<file path="src/rtl/vif_pkg.sv">
`timescale 1ns/1ps
package vif_pkg;
    localparam int NSRC = 9;
    localparam int NVEC = 8;
    localparam int VW   = $clog2(NVEC);
    localparam int GW   = 4;
    localparam int AW   = 4;
    localparam int NGRP = (NSRC + GW - 1) / GW;
    localparam int PADW = NGRP * GW;

    localparam int SRC_PIN_A = 0;
    localparam int SRC_PIN_B = 1;
    localparam int SRC_PIN_C = 2;
    localparam int SRC_PIN_D = 3;
    localparam int SRC_BTMR  = 4;
    localparam int SRC_SER   = 5;
    localparam int SRC_EVC   = 6;
    localparam int SRC_PGEN  = 7;
    localparam int SRC_WTMR  = 8;

    localparam int VEC_SHARED = 0;

    typedef enum logic [2:0] {
        OP_NOP  = 3'd0,
        OP_SETR = 3'd1,
        OP_CLRR = 3'd2,
        OP_SETE = 3'd3,
        OP_CLRE = 3'd4,
        OP_TSTC = 3'd5,
        OP_GRD  = 3'd6,
        OP_GWR  = 3'd7
    } op_e;

    typedef struct packed {
        logic [NSRC-1:0] req;
        logic [NSRC-1:0] en;
    } flags_t;

    function automatic int vec_of_src(int s);
        case (s)
            SRC_PIN_A: return 1;
            SRC_PIN_B: return 2;
            SRC_PIN_C: return 7;
            SRC_PIN_D: return 0;
            SRC_BTMR:  return 0;
            SRC_SER:   return 3;
            SRC_EVC:   return 4;
            SRC_PGEN:  return 5;
            SRC_WTMR:  return 6;
            default:   return 0;
        endcase
    endfunction

    function automatic logic [NSRC-1:0] src_mask_of_vec(int v);
        logic [NSRC-1:0] m;
        m = '0;
        for (int s = 0; s < NSRC; s++) begin
            if (vec_of_src(s) == v) m[s] = 1'b1;
        end
        return m;
    endfunction
endpackage

</file>
<file path="src/rtl/vif_reg_port.sv">
`timescale 1ns/1ps
module vif_reg_port
    import vif_pkg::*;
(
    input  op_e             op,
    input  logic [AW-1:0]   addr,
    input  logic [GW-1:0]   wdata,
    input  logic [NSRC-1:0] req_q,
    input  logic [NSRC-1:0] en_q,
    output logic [NSRC-1:0] req_set,
    output logic [NSRC-1:0] req_clr,
    output logic [NSRC-1:0] en_set,
    output logic [NSRC-1:0] en_clr,
    output logic [GW-1:0]   rdata
);
    logic [NSRC-1:0] bit_sel;
    logic [PADW-1:0] req_pad, en_pad;
    logic [PADW-1:0] grp_req_set, grp_req_clr, grp_en_set, grp_en_clr;

    assign req_pad = PADW'(req_q);
    assign en_pad  = PADW'(en_q);

    always_comb begin
        bit_sel     = NSRC'(1) << addr;
        grp_req_set = '0;
        grp_req_clr = '0;
        grp_en_set  = '0;
        grp_en_clr  = '0;
        rdata       = '0;
        for (int g = 0; g < NGRP; g++) begin
            if (addr == AW'(g)) begin
                if (op == OP_GRD) rdata = req_pad[g*GW +: GW];
                if (op == OP_GWR) begin
                    grp_req_set[g*GW +: GW] = wdata;
                    grp_req_clr[g*GW +: GW] = ~wdata;
                end
            end
            if (addr == AW'(g + NGRP)) begin
                if (op == OP_GRD) rdata = en_pad[g*GW +: GW];
                if (op == OP_GWR) begin
                    grp_en_set[g*GW +: GW] = wdata;
                    grp_en_clr[g*GW +: GW] = ~wdata;
                end
            end
        end
        if (op == OP_TSTC) rdata = GW'(|(req_q & bit_sel));
        req_set = grp_req_set[NSRC-1:0] | ((op == OP_SETR) ? bit_sel : '0);
        req_clr = grp_req_clr[NSRC-1:0]
                | (((op == OP_CLRR) || (op == OP_TSTC)) ? bit_sel : '0);
        en_set  = grp_en_set[NSRC-1:0]  | ((op == OP_SETE) ? bit_sel : '0);
        en_clr  = grp_en_clr[NSRC-1:0]  | ((op == OP_CLRE) ? bit_sel : '0);
    end
endmodule

</file>
<file path="src/rtl/vif_ack_clr.sv">
`timescale 1ns/1ps
module vif_ack_clr
    import vif_pkg::*;
(
    input  logic            clk,
    input  logic            rst_n,
    input  logic            ack_valid,
    input  logic [VW-1:0]   ack_vec,
    input  logic [NSRC-1:0] vrq,
    output logic [NSRC-1:0] clr
);
    logic hit_shared;
    assign hit_shared = ack_valid && (ack_vec == VW'(VEC_SHARED));

    for (genvar s = 0; s < NSRC; s++) begin : g_src
        localparam int V = vec_of_src(s);
        if (s == SRC_BTMR) begin : g_bt
            assign clr[s] = hit_shared & vrq[SRC_BTMR];
        end else if (s == SRC_PIN_D) begin : g_pd
            assign clr[s] = hit_shared & vrq[SRC_PIN_D] & ~vrq[SRC_BTMR];
        end else begin : g_one
            assign clr[s] = ack_valid && (ack_vec == VW'(V));
        end
    end

    // a shared-vector acknowledge clears at most one of the pair
    p_shared_single_r6: assert property (@(posedge clk) disable iff (!rst_n)
        $onehot0({clr[SRC_BTMR], clr[SRC_PIN_D]}));
endmodule

</file>
<file path="src/rtl/vif_vec_arb.sv">
`timescale 1ns/1ps
module vif_vec_arb
    import vif_pkg::*;
(
    input  logic            clk,
    input  logic            rst_n,
    input  logic [NSRC-1:0] vrq,
    input  logic            master_en,
    output logic [NVEC-1:0] vec_pend,
    output logic [VW-1:0]   cpu_vec,
    output logic            cpu_req
);
    for (genvar v = 0; v < NVEC; v++) begin : g_vec
        localparam logic [NSRC-1:0] M = src_mask_of_vec(v);
        assign vec_pend[v] = |(vrq & M);
    end

    always_comb begin
        cpu_vec = '0;
        for (int v = NVEC - 1; v >= 0; v--) begin
            if (vec_pend[v]) cpu_vec = VW'(v);
        end
        cpu_req = master_en & (|vec_pend);
    end

    // a request to the CPU needs the master enable and a live chosen vector
    p_gate_r4: assert property (@(posedge clk) disable iff (!rst_n)
        cpu_req |-> (master_en && vec_pend[cpu_vec]));
    // no vector of higher priority than the chosen one is live
    p_prio_r4: assert property (@(posedge clk) disable iff (!rst_n)
        cpu_req |-> ((vec_pend & ((NVEC'(1) << cpu_vec) - NVEC'(1))) == '0));
endmodule

</file>
<file path="src/rtl/vint_flag_ctrl.sv">
`timescale 1ns/1ps
module vint_flag_ctrl
    import vif_pkg::*;
(
    input  logic        clk,
    input  logic        rst_n,
    input  logic [8:0]  hw_req,
    input  logic        master_en,
    input  logic [2:0]  reg_op,
    input  logic [3:0]  reg_addr,
    input  logic [3:0]  reg_wdata,
    output logic [3:0]  reg_rdata,
    input  logic        ack_valid,
    input  logic [2:0]  ack_vec,
    output logic [8:0]  src_vrq,
    output logic        cpu_req,
    output logic [2:0]  cpu_vec,
    output logic        wake
);
    flags_t          st_d, st_q;
    logic [NSRC-1:0] sw_req_set, sw_req_clr, sw_en_set, sw_en_clr, ack_clr;
    logic [NVEC-1:0] vec_pend;
    logic [NSRC-1:0] tc_mask;
    op_e             op;

    assign op = op_e'(reg_op);

    vif_reg_port u_port (
        .op      (op),
        .addr    (reg_addr),
        .wdata   (reg_wdata),
        .req_q   (st_q.req),
        .en_q    (st_q.en),
        .req_set (sw_req_set),
        .req_clr (sw_req_clr),
        .en_set  (sw_en_set),
        .en_clr  (sw_en_clr),
        .rdata   (reg_rdata)
    );

    vif_ack_clr u_ack (
        .clk       (clk),
        .rst_n     (rst_n),
        .ack_valid (ack_valid),
        .ack_vec   (ack_vec),
        .vrq       (src_vrq),
        .clr       (ack_clr)
    );

    vif_vec_arb u_arb (
        .clk       (clk),
        .rst_n     (rst_n),
        .vrq       (src_vrq),
        .master_en (master_en),
        .vec_pend  (vec_pend),
        .cpu_vec   (cpu_vec),
        .cpu_req   (cpu_req)
    );

    assign src_vrq = st_q.req & st_q.en;
    assign wake    = |src_vrq;

    always_comb begin
        st_d     = st_q;
        st_d.req = (st_q.req & ~(ack_clr | sw_req_clr)) | hw_req | sw_req_set;
        st_d.en  = (st_q.en & ~sw_en_clr) | sw_en_set;
    end

    always_ff @(posedge clk or negedge rst_n) begin
        if (!rst_n) st_q <= '0;
        else        st_q <= st_d;
    end

    assign tc_mask = NSRC'(1) << reg_addr;

    // flags are empty on the first edge after reset
    p_reset_empty_r1: assert property (@(posedge clk) disable iff (!rst_n)
        $rose(rst_n) |-> (st_q == '0));

    for (genvar i = 0; i < NSRC; i++) begin : g_chk
        // a hardware set always lands, whatever clears the flag
        p_hw_set_r2: assert property (@(posedge clk) disable iff (!rst_n)
            hw_req[i] |=> st_q.req[i]);
    end

    // a CPU request can only come with the wake line up
    p_wake_r3: assert property (@(posedge clk) disable iff (!rst_n)
        cpu_req |-> wake);
    // with both shared sources live, pin D survives the acknowledge
    p_shared_keep_r6: assert property (@(posedge clk) disable iff (!rst_n)
        (ack_valid && ack_vec == 3'd0 && src_vrq[SRC_BTMR] && src_vrq[SRC_PIN_D])
        |=> st_q.req[SRC_PIN_D]);
    // test-and-clear with no racing set leaves the flag at 0
    p_tstclr_r8: assert property (@(posedge clk) disable iff (!rst_n)
        (op == OP_TSTC && hw_req == '0) |=> ((st_q.req & $past(tc_mask)) == '0));
endmodule

</file>
<file path="config.mk">
export PLATFORM = sky130hd
export DESIGN_NAME = vint_flag_ctrl
export DESIGN_NICKNAME = d
export VERILOG_FILES = /design/src/rtl/vif_pkg.sv /design/src/rtl/vif_reg_port.sv /design/src/rtl/vif_ack_clr.sv /design/src/rtl/vif_vec_arb.sv /design/src/rtl/vint_flag_ctrl.sv
export SDC_FILE = /design/constraint.sdc
export NUM_CORES = 1
export LEC_CHECK = 0
export BUFFER_PORTS_ARGS = -buffer_cell sky130_fd_sc_hd__buf_4
export CORE_MARGIN = 3
export CORE_UTILIZATION = 45
export CTS_BUF_LIST = sky130_fd_sc_hd__clkbuf_8 sky130_fd_sc_hd__clkbuf_16
export DETAILED_ROUTE_END_ITERATION = 7
export PLACE_DENSITY = 0.7
export SYNTH_ARGS = -nofsm -noshare
export SYNTH_HDL_FRONTEND = slang
export SYNTH_SLANG_ARGS = --single-unit
</file>
<file path="constraint.sdc">
create_clock -name clk -period 2.9 [get_ports clk]
set_input_delay 0.58 -clock clk [delete_from_list [all_inputs] [get_ports clk]]
set_output_delay 0.58 -clock clk [all_outputs]
set_load 0.1 [all_outputs]
</file>
== Word-level counts from Yosys, hierarchy flattened ==
Index checks and enable logic that the tools add are counted.

* Bits in registers: 18
* Logic and storage cells: 95

* Equal/unequal tests: 19
* Shifts and indexed selects: 1
* Muxes and demuxes: 39
* Bitwise logic cells: 20
* Reduce and logical (&&, ||, !) cells: 14

{| class="wikitable"
|+ Operators with widths
! cell !! count
|-
| $mux W4 || 23
|-
| $or A9 B9 Y9 || 8
|-
| $and A9 B9 Y9 || 4
|-
| $mux W9 || 4
|-
| $eq A3 B3 Y1 const B || 8
|-
| $mux W3 || 8
|-
| $not A9 Y9 || 2
|-
| $reduce_or A9 Y1 || 2
|-
| $eq A3 B2 Y1 const B || 4
|-
| $shl A1 B4 Y9 const A || 1
|-
| $eq A4 B2 Y1 const B || 2
|-
| $eq A4 B3 Y1 const B || 2
|-
| $logic_and A1 B1 Y1 || 8
|-
| $eq A3 B1 Y1 const B || 2
|-
| $and A1 B1 Y1 || 4
|-
| $eq A4 B1 Y1 const B || 1
|-
| $logic_not A4 Y1 || 1
|-
| $mux W1 || 4
|-
| $not A4 Y4 || 1
|-
| $logic_not A3 Y1 || 1
|-
| $reduce_or A2 Y1 || 1
|-
| $logic_or A1 B1 Y1 || 1
|-
| $not A1 Y1 || 1
|}

== Longest topological paths before layout ==
Gate-level depths: netlist (run 1).

* Word-level depth: 14
* Depth in mapped cells: 6
* Gate-level depth less buffers: 5

== Hierarchy ==
Synthesis (run 1) repeated with hierarchy kept, for this count alone.

* Cells, all modules: 276
* Area, all modules: 2,085.8 um2

{| class="wikitable"
|+ By module, submodules not included
! module !! instances !! cells an instance !! area an instance (um2) !! seq. area each (um2)
|-
| vif_reg_port || 1 || 170 || 1,079.8 || 0.0
|-
| vint_flag_ctrl || 1 || 68 || 762.0 || 450.4
|-
| vif_vec_arb || 1 || 23 || 148.9 || 0.0
|-
| vif_ack_clr || 1 || 15 || 95.1 || 0.0
|}

== Worst setup path after synthesis (run 1) ==
Ideal clock, no wire load.

* Kind: register to output
* Start point: register st_q[11] in the netlist's numbering
* End point: output port cpu_vec[2]
* Data arrival time: 4.282 ns
* Data required time: 2.320 ns
* Path slack: -1.962 ns
* Cell stages (with the launch flop): 5
* Buffers on the path: 0
* Path through: dfrtp_1 -> and2_1 -> nand2b_1 -> nor3_1 -> nor4_1

* Word-level cells in the longest chain between the ends: 9

{| class="wikitable"
|+ Ends and longest elaborated chain
! what !! RTL line !! text
|-
| from (decl) || vint_flag_ctrl.sv:20 || <nowiki>flags_t st_d, st_q;</nowiki>
|-
| from (signal assigned) || vint_flag_ctrl.sv:71 || <nowiki>else st_q <= st_d;</nowiki>
|-
| $and A9 B9 Y9 || vint_flag_ctrl.sv:60 || <nowiki>assign src_vrq = st_q.req & st_q.en;</nowiki>
|-
| named net src_vrq[2] || vint_flag_ctrl.sv:15 || <nowiki>output logic [8:0] src_vrq,</nowiki>
|-
| $mux W3 (8 in series) || vif_vec_arb.sv:21 || <nowiki>if (vec_pend[v]) cpu_vec = VW'(v);</nowiki>
|-
| to (decl) || vint_flag_ctrl.sv:17 || <nowiki>output logic [2:0] cpu_vec,</nowiki>
|}

The timed path passes the listed nets, and every way through them passes these cells.

== Worst setup path in the final report (run 1) ==
* Start point: input port reg_addr[3]
* End point: output port reg_rdata[3]

* Word-level cells in the longest chain between the ends: 13

{| class="wikitable"
|+ Ends and longest elaborated chain
! what !! RTL line !! text
|-
| from (decl) || vint_flag_ctrl.sv:10 || <nowiki>input logic [3:0] reg_addr,</nowiki>
|-
| $logic_not A4 Y1 || vif_reg_port.sv:31 || <nowiki>if (addr == AW'(g)) begin</nowiki>
|-
| $mux W4 || vif_reg_port.sv:31 ||
|-
| $mux W4 || vif_reg_port.sv:39 || <nowiki>if (op == OP_GRD) rdata = en_pad[g*GW +: GW];</nowiki>
|-
| $mux W4 || vif_reg_port.sv:38 || <nowiki>if (addr == AW'(g + NGRP)) begin</nowiki>
|-
| $mux W4 || vif_reg_port.sv:32 || <nowiki>if (op == OP_GRD) rdata = req_pad[g*GW +: GW];</nowiki>
|-
| $mux W4 || vif_reg_port.sv:31 ||
|-
| $mux W4 || vif_reg_port.sv:39 ||
|-
| $mux W4 || vif_reg_port.sv:38 ||
|-
| $mux W4 || vif_reg_port.sv:32 ||
|-
| $mux W4 || vif_reg_port.sv:31 ||
|-
| $mux W4 || vif_reg_port.sv:39 ||
|-
| $mux W4 * || vif_reg_port.sv:38 ||
|-
| $mux W4 * || vif_reg_port.sv:46 || <nowiki>if (op == OP_TSTC) rdata = GW'(|(req_q & bit_sel));</nowiki>
|-
| to (decl) || vint_flag_ctrl.sv:12 || <nowiki>output logic [3:0] reg_rdata,</nowiki>
|}

Every way passes the cells marked *; elsewhere a longest branch is shown, timed or not.

==> results of run 1 <==
layout by cell type (no fill, tap or decap), drive strengths merged, types with 2 or more instances in the layout:
master / count
inv: 6
mux2i: 7
and2: 7
nor2: 14
nand3: 6
clkbuf: 3
a21oi: 5
nand2: 23
nor3: 9
o211a: 3
nor4: 3
buf: 45
nor2b: 3
o311ai: 2
dfrtp: 18
o211ai: 2
o31ai: 2
and3: 2
a221oi: 7
o21ai: 30
a22oi: 6
nand2b: 9
nand3b: 4
a31oi: 6
or2: 2
routing by layer:
layer  vias to the layer above  part of all wire  global-route usage
li1                        833                 -                   -
met1                       816              0.43               0.336
met2                        91              0.46               0.374
met3                        13             0.090              0.0272
met4                         0             0.022              0.0855
met5                         -                 0                   0
power breakdown:
| part | switching, W | internal (W) |
|---|---|---|
| sequential | 0.0000415 | 0.000289 |
| clock | 0.0000807 | 0.0000923 |
| combinational | 0.000545 | 0.000198 |
cells in the mapped netlist, types with 7 or more instances:
library cell / n
o21ai_0: 27
nor2_1: 13
a221oi_1: 7
dfrtp_1: 18
mux2i_1: 7
nand2b_1: 9
nand2_1: 22
cells by family (layout without fill, tap and decap cells):
kind of cell           after synthesis  in the layout
AO/OA/AOI/OAI                       70             70
buffers and inverters               14             54
flip-flops                          18             18
multiplexers                         8              8
AND/OR/NAND/NOR                     88             88
per-stage QoR:
step                 util  area (um2)
floorplan               -        1660
global placement    0.588        1990
detailed placement  0.588        1990
CTS                 0.601        2040
global route        0.601        2040
finish              0.601        2040
path summary, 6_finish.rpt:
kind,from,endpoint,slack (ns),cells past startpoint
hold / removal,rst_n,st_q[17],0.19,1
setup reg to reg,st_q[13],st_q[12],1.83,4
max in group asynchronous,rst_n,st_q[14],2.51,1
min in group clk,hw_req[8],st_q[17],0.53,3
setup / recovery,reg_addr[3],reg_rdata[3],0.24,6
hold reg to reg,st_q[1],st_q[1],0.58,2
worst max-delay path, delay by kind of cell:
kind / cells / cell delay (ns)
compound gates: 1 / 0.22
simple gates: 3 / 0.80
buf+inv: 2 / 0.48
area by class of cell:
cell class              instances  area, um2
flip-flops and latches         18        450
repair buffers                 45        338
multi-input cells             166       1130
inverters                       6       22.5
clock buffers                   3       41.3
well taps                      46       57.6
fillers                       316       1350
==> metrics, run 1 <==
Via Count 1,753; maximum number of pins on one net before global-route repair 21; endpoint kind of the worst setup timing path output pin; worst-case vdd ir drop 0.212 mV; total nets after synthesis 225; post-detailed-placement half-perimeter wirelength 3.89 mm; grt total ovfl 0; critical path's most frequent cell buf_4; number of placed instances, taps included 281; clock tree root driver cell clkbuf_8; number of design rule violations left after detail routing 0; slew of the pin with the lowest slew margin 0.652 ns; Clock Sinks 18; critical-path cell with the highest stage delay nor3_1; number of global-route vias before repair approximately 1,600; worst hold path class in -> async; compound-gate portion of the synthesized area 0.289; # resized after CTS 0; Synth async-reset ratio 1.00; stage delay of the slowest cell on the critical path 0.40 ns; clock latency on the worst-skew pair 0.25 ns; mux share of post-synthesis cell area 0.0574; share of Yosys cell area claimed by the top area cell type 0.279; Post-Synth Adder-Cell Area 0; result of the run completed; post-synthesis cell type count 47; CTS tree built; Layout Cells excl Fill 284; Overall Power 0.00125 W; Slew Limit Headroom 0.563; starting density of the core 0.476; part of the Yosys area used for sequential elements 0.279; layout overhead on the synthesized area 26.1%; global router's overall resource usage 0.239; count of max-cap constraint violations 0; Min Clock Period, post-route 2.66 ns; first-pass GRT wire length ~8 mm; Crit path required time 2.32 ns; setup repair after global routing missed its margin false; final worst-path setup slack about 0.24 ns; fraction of layout instances using a drive strength above 1 0.315; placeable core area 3390 um2; Reg clk slew, reported paths roughly 0.070 ns; final hold slack 0.188 ns; ant diodes 0; pre-CTS setup slack 0.271 ns; number of buffers inserted during clock tree synthesis 3; Die Height 65.9 um; number of buffers between clock root and the deepest sink 2; wire length after detailed routing around 5 mm; max-slew violation total from the final report 0; CTS Hold Bufs 0; total setup violations reported at the end of the flow 0; dominant cells by area after synthesis dfrtp_1, o21ai_0, nand2_1; number of flip-flops and latches in the synthesized netlist 18; Cell Pwr Density 612 nW/um2; startpoint type of the worst setup path input pin; upper clock frequency limit approximately 380 MHz; Largest register FFs 18; nets@finish 267; total iterations of the first detailed-routing run 5; post-synthesis area per instance slightly above 8 um2; Placer Congestion 0.905; registers with the most flip-flops st_q x18; critical-path cell list buf_4, nand2b_1, nor2_1, nor3_1, o211a_1, buf_4; initial detailed-routing violation count 134; critical path start-end classification in -> out; Via-to-Cell Ratio 6.17; # H-tree levels 1; largest register by flop count st_q; Syn Std Cell Area approximately 1600 um2; initial antenna violation count 0; Site Rows 21; leading register cell type out of synthesis dfrtp_1; combinational family with the most area after synthesis simple AND/OR/NAND/NOR gates; worst clock skew 0.000146 ns; basic-gate share of the synthesized area counting and, or, nand and nor cells 0.326; Avg WL per Cell 17.4 um; Post-Synthesis Cells 198; Period Utilization, post-route 0.916; Yosys Warn Count 0; total leakage power around 0.82 nW; number of enable-type register cells in the synthesized netlist 0; Die ar. 4340 um2; count of endpoints failing hold in the final timing report 0; count of nets left with antenna violations after detail routing 0; total I/O pin count 45; peak fanout along the critical path 14; TNS Setup 0 ns; count of port buffers added during placement 44; total setup buffers inserted after CTS 0; post-synthesis share of cell area spent on xor and xnor gates 0; Die Width approximately 66 um; Crit path arrival time around 2.1 ns; library cell with the largest summed area after synthesis dfrtp_1
Power figures use the tool's default switching activity.
==> run 2: changes to the inputs <==
--- a/config.mk
+++ b/config.mk
@@ -6,6 +6,7 @@
 export NUM_CORES = 1
 export LEC_CHECK = 0
 export BUFFER_PORTS_ARGS = -buffer_cell sky130_fd_sc_hd__buf_4
+export CORE_ASPECT_RATIO = 1.75
 export CORE_MARGIN = 3
 export CORE_UTILIZATION = 45
 export CTS_BUF_LIST = sky130_fd_sc_hd__clkbuf_8 sky130_fd_sc_hd__clkbuf_16
==> metrics, run 2 (synthesis gave the netlist of run 1 again) <==
number of buffers between clock root and the deepest sink 2 (unchanged); Crit path arrival time 2.05 ns (was 2.08 ns); placeable core area 3400 um2 (was 3390 um2); Via Count 1,767 (was 1,753); count of port buffers added during placement 44 (unchanged); count of endpoints failing hold in the final timing report 0 (unchanged); most common cell after layout, fill and taps aside buf_4 (unchanged); endpoint kind of the worst setup timing path output pin (unchanged); number of global-route vias before repair 1,695 (was 1,626); number of design rule violations left after detail routing 0 (unchanged); max-slew violation total from the final report 0 (unchanged); Period Utilization, post-route 0.906 (was 0.916); CTS Hold Bufs 0 (unchanged); final core area utilization 0.596 (was 0.601); first-pass GRT wire length 8.49 mm (was 8.02 mm); Avg WL per Cell 18.8 um (was 17.4 um); startpoint type of the worst setup path input pin (unchanged); post-detailed-placement cell area 1990 um2 (about the same); Clock Sinks 18 (unchanged); Die Width 51.3 um (was 65.9 um); nets@finish 266 (was 267); Cell Pwr Density 618 nW/um2 (was 612 nW/um2); # H-tree levels 1 (unchanged); worst-case vdd ir drop 0.405 mV (was 0.212 mV); critical path start-end classification in -> out (unchanged); Reg clk slew, reported paths 0.06 ns (was 0.07 ns); Crit path required time 2.32 ns (about the same); Die Height 85.2 um (was 65.9 um); total iterations of the first detailed-routing run 4 (was 5); setup repair after global routing missed its margin false (unchanged); total setup buffers inserted after CTS 0 (unchanged); Site Rows 28 (was 21); initial antenna violation count 0 (unchanged); wire length after detailed routing 5.31 mm (was 4.95 mm); total leakage power 0.818 nW (was 0.823 nW); Placer Congestion 0.934 (was 0.905); global router's overall resource usage 0.259 (was 0.239); count of nets left with antenna violations after detail routing 0 (unchanged); Slew Limit Headroom 0.574 (was 0.563); Largest register FFs 18 (unchanged); # resized after CTS 0 (unchanged); slew of the pin with the lowest slew margin 0.636 ns (was 0.652 ns); Die ar. 4370 um2 (was 4340 um2); number of buffers inserted during clock tree synthesis 3 (unchanged); registers with the most flip-flops st_q x18 (unchanged); final hold slack 0.188 ns (about the same); ant diodes 0 (unchanged); CTS tree built (unchanged); Min Clock Period, post-route 2.63 ns (was 2.66 ns); result of the run completed (unchanged); largest register by flop count st_q (unchanged); Via-to-Cell Ratio 6.27 (was 6.17); upper clock frequency limit 381 MHz (was 376 MHz); grt total ovfl 0 (unchanged); count of max-cap constraint violations 0 (unchanged); total I/O pin count 45 (unchanged); clock latency on the worst-skew pair 0.25 ns (about the same); post-route design area 2030 um2 (was 2040 um2); most frequent cells in the layout buf_4, o21ai_0, nand2_1 (unchanged); worst hold path class in -> async (unchanged); worst clock skew 0.0000467 ns (was 0.000146 ns); clock tree root driver cell clkbuf_8 (unchanged); fraction of layout instances using a drive strength above 1 0.312 (was 0.315); post-detailed-placement half-perimeter wirelength 4.26 mm (was 3.89 mm); peak fanout along the critical path 14 (unchanged); layout overhead on the synthesized area 25.6% (was 26.1%); maximum number of pins on one net before global-route repair 21 (unchanged); starting density of the core 0.475 (was 0.476); initial detailed-routing violation count 86 (was 134); total setup violations reported at the end of the flow 0 (unchanged)
[run 2: routing by layer]
layer / track usage / up-vias / share of wire
met3: 0.0228 / 18 / 0.048
met5: 0 / - / 0
li1: - / 831 / -
met4: 0.105 / 0 / 0.036
met1: 0.306 / 844 / 0.38
met2: 0.467 / 74 / 0.54
[run 2: final cells by class]
cell class / instances / area, um2
sequential: 18 / 450
fill: 319 / 1370
clock buffer: 3 / 41.3
tap: 45 / 56.3
multi-input combinational: 166 / 1130
inverter: 6 / 22.5
timing repair buffer: 44 / 330
[run 2: worst paths after layout]
path	cells past startpoint	end	slack, ns	start
max	6	reg_rdata[3]	0.27	reg_addr[3]
min	1	st_q[12]	0.19	rst_n
max reg2reg	4	st_q[12]	1.84	st_q[13]
min reg2reg	2	st_q[6]	0.58	st_q[6]
max in group asynchronous	1	st_q[1]	2.52	rst_n
min in group clk	3	st_q[17]	0.52	hw_req[8]
[run 2: power breakdown]
| part | total, W | internal, W | leakage [nW] | switching (W) |
|---|---|---|---|---|
| clock | 0.000170 | 0.0000922 | 0.0216 | 0.0000782 |
| combinational | 0.000753 | 0.000197 | 0.602 | 0.000555 |
| sequential | 0.000330 | 0.000289 | 0.195 | 0.0000415 |
[run 2: critical path, cell delays in order]
cell and delay (ns):
buf_4 0.20, nand2b_1 0.27, nor2_1 0.15, nor3_1 0.35, o211a_1 0.21, buf_4 0.28
[run 2: stage by stage]
| stage | total power [W] | instances | TNS [ns] | worst slack, ns |
|---|---|---|---|---|
| 3_5_place_dp | 0.00109 | 279 | 0 | 0.306 |
| 3_3_place_gp | 0.00109 | 279 | 0 | 0.337 |
| 5_1_grt | 0.00131 | 282 | 0 | 0.125 |
| 6_report | 0.00125 | 282 | 0 | 0.273 |
| 2_1_floorplan | 0.000912 | 198 | -0.701 | -0.397 |
| 4_1_cts | 0.00126 | 282 | 0 | 0.288 |
